==> config.mk <==
export PLATFORM = sky130hd
export DESIGN_NAME = pgwalk_top
export DESIGN_NICKNAME = d
export VERILOG_FILES = /design/src/rtl/pgwalk_pkg.sv /design/src/rtl/pgwalk_index.sv /design/src/rtl/pgwalk_perm.sv /design/src/rtl/pgwalk_top.sv
export SDC_FILE = /design/constraint.sdc
export NUM_CORES = 1
export LEC_CHECK = 0
export ABC_CLOCK_PERIOD_IN_PS = 4350
export BUFFER_PORTS_ARGS = -buffer_cell sky130_fd_sc_hd__buf_2
export CELL_PAD_IN_SITES_DETAIL_PLACEMENT = 0
export CELL_PAD_IN_SITES_GLOBAL_PLACEMENT = 1
export CORE_AREA = 3 3 116 118
export CTS_CLUSTER_SIZE = 14
export DETAILED_ROUTE_END_ITERATION = 12
export DIE_AREA = 0 0 119 121
export PLACE_DENSITY = 0.8
export SLEW_MARGIN = 25
export SYNTH_ARGS = -nofsm -noshare
export SYNTH_HDL_FRONTEND = slang
export SYNTH_HIERARCHICAL = 1
export SYNTH_SLANG_ARGS = --single-unit
export TNS_END_PERCENT = 100
==> constraint.sdc <==
create_clock -name clk -period 4.35 [get_ports clk]
set_clock_uncertainty 0.1 [all_clocks]
set_input_delay 0.87 -clock clk [delete_from_list [all_inputs] [get_ports clk]]
set_output_delay 0.87 -clock clk [all_outputs]
set_load 0.1 [all_outputs]
==> src/rtl/pgwalk_pkg.sv <==
// Shared types for the page table walker.
// Assumes a 32-bit entry format with the valid flag in bit 0.
package pgwalk_pkg;

    typedef enum logic [2:0] {
        WS_IDLE    = 3'd0,
        WS_READ_L1 = 3'd1,
        WS_READ_L2 = 3'd2,
        WS_DONE    = 3'd3,
        WS_FAULT   = 3'd4
    } walk_state_t;

    typedef enum logic [1:0] {
        RS_OK    = 2'd0,
        RS_PGFLT = 2'd1,
        RS_PROT  = 2'd2
    } walk_status_t;

    localparam int unsigned ACC_KINDS = 3;   // read, write, execute

endpackage

==> src/rtl/pgwalk_index.sv <==
// Forms the word address of the table entry for the current level.
// Assumes each table fills exactly one frame, so {frame, index} is a word address.
module pgwalk_index #(
    parameter int unsigned VA_W  = 32,
    parameter int unsigned OFF_W = 12,
    parameter int unsigned IDX_W = 10,
    parameter int unsigned FRM_W = 20,
    localparam int unsigned MA_W = FRM_W + IDX_W
) (
    input  logic [VA_W-1:0]  vaddr,
    input  logic [FRM_W-1:0] root_frame,
    input  logic [FRM_W-1:0] leaf_tbl_frame,
    input  logic             second_level,
    output logic [MA_W-1:0]  entry_addr
);
    localparam int unsigned HI_LSB = OFF_W + IDX_W;

    logic [IDX_W-1:0] idx_top;
    logic [IDX_W-1:0] idx_mid;

    // Split the virtual address and pick the table for this level.
    always_comb begin
        idx_top = vaddr[HI_LSB +: IDX_W];
        idx_mid = vaddr[OFF_W +: IDX_W];
        if (second_level) entry_addr = {leaf_tbl_frame, idx_mid};
        else              entry_addr = {root_frame, idx_top};
    end
endmodule

==> src/rtl/pgwalk_perm.sv <==
// Decides whether a leaf entry's permission bits allow the requested access.
// Assumes the bit order read, write, execute; unknown access codes are denied.
module pgwalk_perm #(
    parameter int unsigned KINDS = pgwalk_pkg::ACC_KINDS
) (
    input  logic [1:0]       access,
    input  logic [KINDS-1:0] perm_bits,
    output logic             allowed
);
    logic [KINDS-1:0] hit;

    // One match term per access kind.
    for (genvar k = 0; k < KINDS; k++) begin : g_kind
        assign hit[k] = (access == 2'(k)) && perm_bits[k];
    end

    assign allowed = |hit;
endmodule

==> src/rtl/pgwalk_top.sv <==
// Two-level page table walker: takes one request at a time and reads the
// top-level and leaf entries through a single read port. Assumes read data
// returns at least one cycle after the strobe, after any number of wait cycles.
module pgwalk_top
    import pgwalk_pkg::*;
#(
    parameter int unsigned VA_W  = 32,
    parameter int unsigned PA_W  = 32,
    parameter int unsigned OFF_W = 12,
    parameter int unsigned E_W   = 32,
    localparam int unsigned IDX_W = OFF_W - 2,
    localparam int unsigned FRM_W = PA_W - OFF_W,
    localparam int unsigned MA_W  = FRM_W + IDX_W
) (
    input  logic             clk,
    input  logic             rst_n,
    input  logic [FRM_W-1:0] pt_base,
    input  logic             req_valid,
    output logic             req_ready,
    input  logic [VA_W-1:0]  req_vaddr,
    input  logic [1:0]       req_access,
    output logic             mem_rd_en,
    output logic [MA_W-1:0]  mem_addr,
    input  logic             mem_rvalid,
    input  logic [E_W-1:0]   mem_rdata,
    output logic             rsp_valid,
    output logic [1:0]       rsp_status,
    output logic [PA_W-1:0]  rsp_paddr
);
    walk_state_t       state_q;
    logic [VA_W-1:0]   vaddr_q;
    logic [1:0]        acc_q;
    logic [FRM_W-1:0]  base_q;
    logic [FRM_W-1:0]  l2frm_q;
    logic              issued_q;
    walk_status_t      status_q;
    logic [PA_W-1:0]   paddr_q;
    logic              perm_ok;
    logic              data_in;

    pgwalk_index #(
        .VA_W(VA_W), .OFF_W(OFF_W), .IDX_W(IDX_W), .FRM_W(FRM_W)
    ) u_index (
        .vaddr          (vaddr_q),
        .root_frame     (base_q),
        .leaf_tbl_frame (l2frm_q),
        .second_level   (state_q == WS_READ_L2),
        .entry_addr     (mem_addr)
    );

    pgwalk_perm #(.KINDS(ACC_KINDS)) u_perm (
        .access    (acc_q),
        .perm_bits (mem_rdata[ACC_KINDS:1]),
        .allowed   (perm_ok)
    );

    // Handshake and memory strobe follow the walk state.
    assign req_ready  = (state_q == WS_IDLE);
    assign mem_rd_en  = ((state_q == WS_READ_L1) || (state_q == WS_READ_L2)) && !issued_q;
    assign data_in    = mem_rvalid && issued_q;
    assign rsp_valid  = (state_q == WS_DONE) || (state_q == WS_FAULT);
    assign rsp_status = status_q;
    assign rsp_paddr  = paddr_q;

    // Walk sequencer: latch the request, read both levels, build the result.
    always_ff @(posedge clk) begin
        if (!rst_n) begin
            state_q  <= WS_IDLE;
            vaddr_q  <= '0;
            acc_q    <= '0;
            base_q   <= '0;
            l2frm_q  <= '0;
            issued_q <= 1'b0;
            status_q <= RS_OK;
            paddr_q  <= '0;
        end else begin
            case (state_q)
                WS_IDLE: begin
                    if (req_valid) begin
                        vaddr_q  <= req_vaddr;
                        acc_q    <= req_access;
                        base_q   <= pt_base;
                        issued_q <= 1'b0;
                        state_q  <= WS_READ_L1;
                    end
                end
                WS_READ_L1: begin
                    if (mem_rd_en) issued_q <= 1'b1;
                    if (data_in) begin
                        issued_q <= 1'b0;
                        if (mem_rdata[0]) begin
                            l2frm_q <= mem_rdata[E_W-1 -: FRM_W];
                            state_q <= WS_READ_L2;
                        end else begin
                            status_q <= RS_PGFLT;
                            paddr_q  <= '0;
                            state_q  <= WS_FAULT;
                        end
                    end
                end
                WS_READ_L2: begin
                    if (mem_rd_en) issued_q <= 1'b1;
                    if (data_in) begin
                        issued_q <= 1'b0;
                        if (!mem_rdata[0]) begin
                            status_q <= RS_PGFLT;
                            paddr_q  <= '0;
                            state_q  <= WS_FAULT;
                        end else if (!perm_ok) begin
                            status_q <= RS_PROT;
                            paddr_q  <= '0;
                            state_q  <= WS_FAULT;
                        end else begin
                            status_q <= RS_OK;
                            paddr_q  <= {mem_rdata[E_W-1 -: FRM_W], vaddr_q[OFF_W-1:0]};
                            state_q  <= WS_DONE;
                        end
                    end
                end
                default: state_q <= WS_IDLE;
            endcase
        end
    end

    // a level never strobes the read port on two consecutive cycles.
    a_r8_single_strobe: assert property (@(posedge clk) disable iff (!rst_n)
        mem_rd_en |=> !mem_rd_en);

    // the entry address stays put while a level waits for data.
    a_r8_addr_hold: assert property (@(posedge clk) disable iff (!rst_n)
        ((state_q == WS_READ_L1 || state_q == WS_READ_L2) && $past(state_q) == state_q)
        |-> $stable(mem_addr));

    // the second level is reached only through a valid first entry.
    a_r5_l2_needs_valid_l1: assert property (@(posedge clk) disable iff (!rst_n)
        (state_q == WS_READ_L2 && $past(state_q) == WS_READ_L1)
        |-> $past(mem_rvalid && mem_rdata[0]));

    // a response lasts one cycle and the walker is ready right after it.
    a_r10_rsp_pulse: assert property (@(posedge clk) disable iff (!rst_n)
        rsp_valid |=> (!rsp_valid && req_ready));

    // a response never carries the unused status code.
    a_r4_status_legal: assert property (@(posedge clk) disable iff (!rst_n)
        rsp_valid |-> (rsp_status != 2'd3));
endmodule

==> metrics.md <==
| Metric | Value |
|---|---|
| I/O pin cnt | `157` |
| Final Critical Period | `3.52 ns` |
| CTS root buffer | `clkbuf_16` |
| CP endpoint kind | `primary output` |
| GRT Util Overall | `17.2%` |
| Crit path cell chain | `nor3b_4 > buf_4 > mux2_4 > buf_2` |
| Worst path slowest cell | `buf_4` |
| Slew Limit Fails | `0` |
| GRT met2 Usage | `28.4%` |
| Grt total ovfl | `0` |
| Final Non-Filler Cells | `846` |
| # diodes | `0` |
| Fillers | `1237` |
| Final wirelength | `12.3 mm` |
| Drt drc | `0` |
| CP Class | `reg2out` |
| Worst path max stage delay | `0.65 ns` |
| Worst-Skew Late Latency | `0.34 ns` |
| Register bit total from synthesis | `112` |
| Most used routing layer | `met2` |
| Startpoint types | `register` |
| Fin crit share | `81.0%` |
| Final hold violations | `0` |
| Main synth FF type | `dfxtp_1` |
| GR Layer Usage met1 | `21.5%` |
| Hold_sp | `base_q[19]` |
| Outcome | `finished, final reports clean` |
| Number of synthesized flops with an enable pin | `0` |
| Routed vias | `4191` |
| Setup tns final | `0 ns` |
| Final setup violation count | `0` |
| First-pass GRT wire length | `20.1 mm` |
| DIE WIDTH | `119 um` |
| Vias per Instance | `4.95` |
| Vias in the first global route | `4004` |
| Initial antenna violation count | `0` |
| CTS max path bufs | `2` |
| DR iter-0 viols | `234` |
| Placement row count | `41` |
| Most frequent cells in the layout | `nand2_1, buf_2, dfxtp_1` |
| Clock sink count | `112` |
| Detail Route Antenna Nets | `0` |
| Nets | `761` |
| Peak VDD IR | `0.205 mV` |
| Slew HR | `45.0%` |
| Post-CTS setup buffers | `0` |
| Post-Syn Area | `0.00494 mm^2` |
| GP Congestion | `0.740` |
| Avg Cell Area, Syn | `8.96 um^2` |
| Largest net degree at the start of global routing | `109` |
| Port-buffer cells | `148` |
| H-Tree Depth | `3` |
| Worst path arrival time | `2.55 ns` |
| Placed insts | `832` |
| PD cells | `406 mW/mm^2` |
| CTS tree | `yes` |
| Seq/Total Area, Yosys | `45.4%` |
| TritonRoute pass-1 iters | `6` |
| Count of cell types in the netlist | `39` |
| Hold WC Path Type | `reg2reg` |
| R2r setup slk | `1.92 ns` |
| Worst R2R Start | `state_q[1]` |
| Share of layout cells above drive strength 1 | `30.6%` |
| Core ar. | `0.0126 mm^2` |
| Cells after Synth | `551` |
| Worst R2R Path Depth | `5` |
| LEAKAGE | `2.46 nW` |
| Height of the die | `121 um` |
| Critical R2R Capture | `state_q[0]` |
| CTS resizes | `0` |
| Area grow syn2layout | `21.3%` |
| Fraction of registers with async set/reset | `0%` |
| Dpl hpwl | `8.26 mm` |
| Syn Nets | `641` |
| DIE AREA | `0.0144 mm^2` |
| Met3 Usage GRT | `4.38%` |
| RSZ-0062 raised after global routing | `false` |
| Hold_buf cts | `0` |
| Initial Utilization | `39.3%` |
| Final hold slack | `0.353 ns` |
| Worst-path fanout max | `51` |
| Inserted Clock Buffers | `9` |
| Hold Path End | `base_q[19]` |
| Worst endpoint required time | `3.38 ns` |
| Worst hold stages | `2` |
| Synth warn | `6` |
| Max Clk Rate | `284 MHz` |
| Max-cap viol count | `0` |
| Tightest Pin Transition | `0.825 ns` |
| Clock slew at reported path FFs | `0.07 ns` |
| DR WL/cell | `14.5 um` |
| Leading cell type in the layout, fill and taps excluded | `nand2_1` |
[critical path: cells and delay by family, from the launching register on]
family                 cells  cell delay (ns)
buffers and inverters      2             1.08
flip-flops                 1             0.58
AND/OR/NAND/NOR            1             0.24
multiplexers               1             0.28
[per-stage QoR]
stage	power, mW	area (um^2)	setup slack (ns)	util, %
2_1_floorplan	1.53	4940	0.726	-
3_3_place_gp	1.63	5700	1.19	45.3
3_5_place_dp	1.64	5700	1.19	45.3
4_1_cts	2.45	5980	0.795	47.6
5_1_grt	2.53	5990	0.636	47.6
6_report	2.43	5990	0.827	47.6
[per-layer routing]
layer  up-vias  wire length (um)
li1       2103                 -
met1      1972              5380
met2       104              6010
met3        12               646
met4         0               221
met5         -                 0
[where the power goes]
| group | internal (mW) | switching (mW) |
|---|---|---|
| combinational | 0.135 | 0.378 |
| sequential | 1.07 | 0.0303 |
| clock | 0.456 | 0.360 |
[cell usage after synthesis, drive strengths merged, types with 2 or more instances]
master	n	area (um^2)
and2	2	12.5
or3b	2	17.5
mux2i	53	531
dfxtp	112	2240
nor3	2	10.0
a211oi	2	20.0
nor3b	2	26.3
o21ai	4	20.0
mux2	30	450
nand4	32	200
nor2b	3	18.8
clkbuf	24	90.1
buf	25	198
a21oi	57	285
nand2	184	691
nand2b	2	12.5
[cell type report]
| type | count | area, um^2 | area share (%) |
|---|---|---|---|
| Multi-Input combinational cell | 389 | 2420 | 40.4 |
| Sequential cell | 112 | 2240 | 37.5 |
| Timing Repair Buffer | 158 | 822 | 13.7 |
| Clock buffer | 11 | 243 | 4.05 |
| Tap cell | 172 | 215 | 3.59 |
| Clock inverter | 3 | 43.8 | 0.731 |
| Inverter | 1 | 5.00 | 0.0836 |
[how the worst max path moves through the flow]
stage | cells past startpoint | slack, ns | start | endpoint
after floorplan | 3 | 0.73 | state_q[1] | mem_rd_en
after global placement | 4 | 1.19 | state_q[1] | mem_addr[22]
after detailed placement | 4 | 1.19 | state_q[1] | mem_addr[22]
after CTS | 4 | 0.79 | state_q[1] | mem_addr[22]
after global routing | 4 | 0.64 | state_q[1] | mem_addr[10]
final | 4 | 0.83 | state_q[1] | mem_addr[9]
[cell families after synthesis]
family | count (synthesis) | synth area share (%)
XOR/XNOR | 1 | 0.177
buffers and inverters | 50 | 5.91
AND/OR/NAND/NOR | 236 | 21.1
flip-flops | 112 | 45.4
AO/OA/AOI/OAI | 69 | 7.50
multiplexers | 83 | 19.9
[sequential cells by signal (all words and copies together), names as in the netlist]
name	cells
issued_q	1
rsp_status	2
acc_q	2
rsp_paddr	32
vaddr_q	32
l2frm_q	20
base_q	20
state_q	3
(Power assumes the default switching activity.)
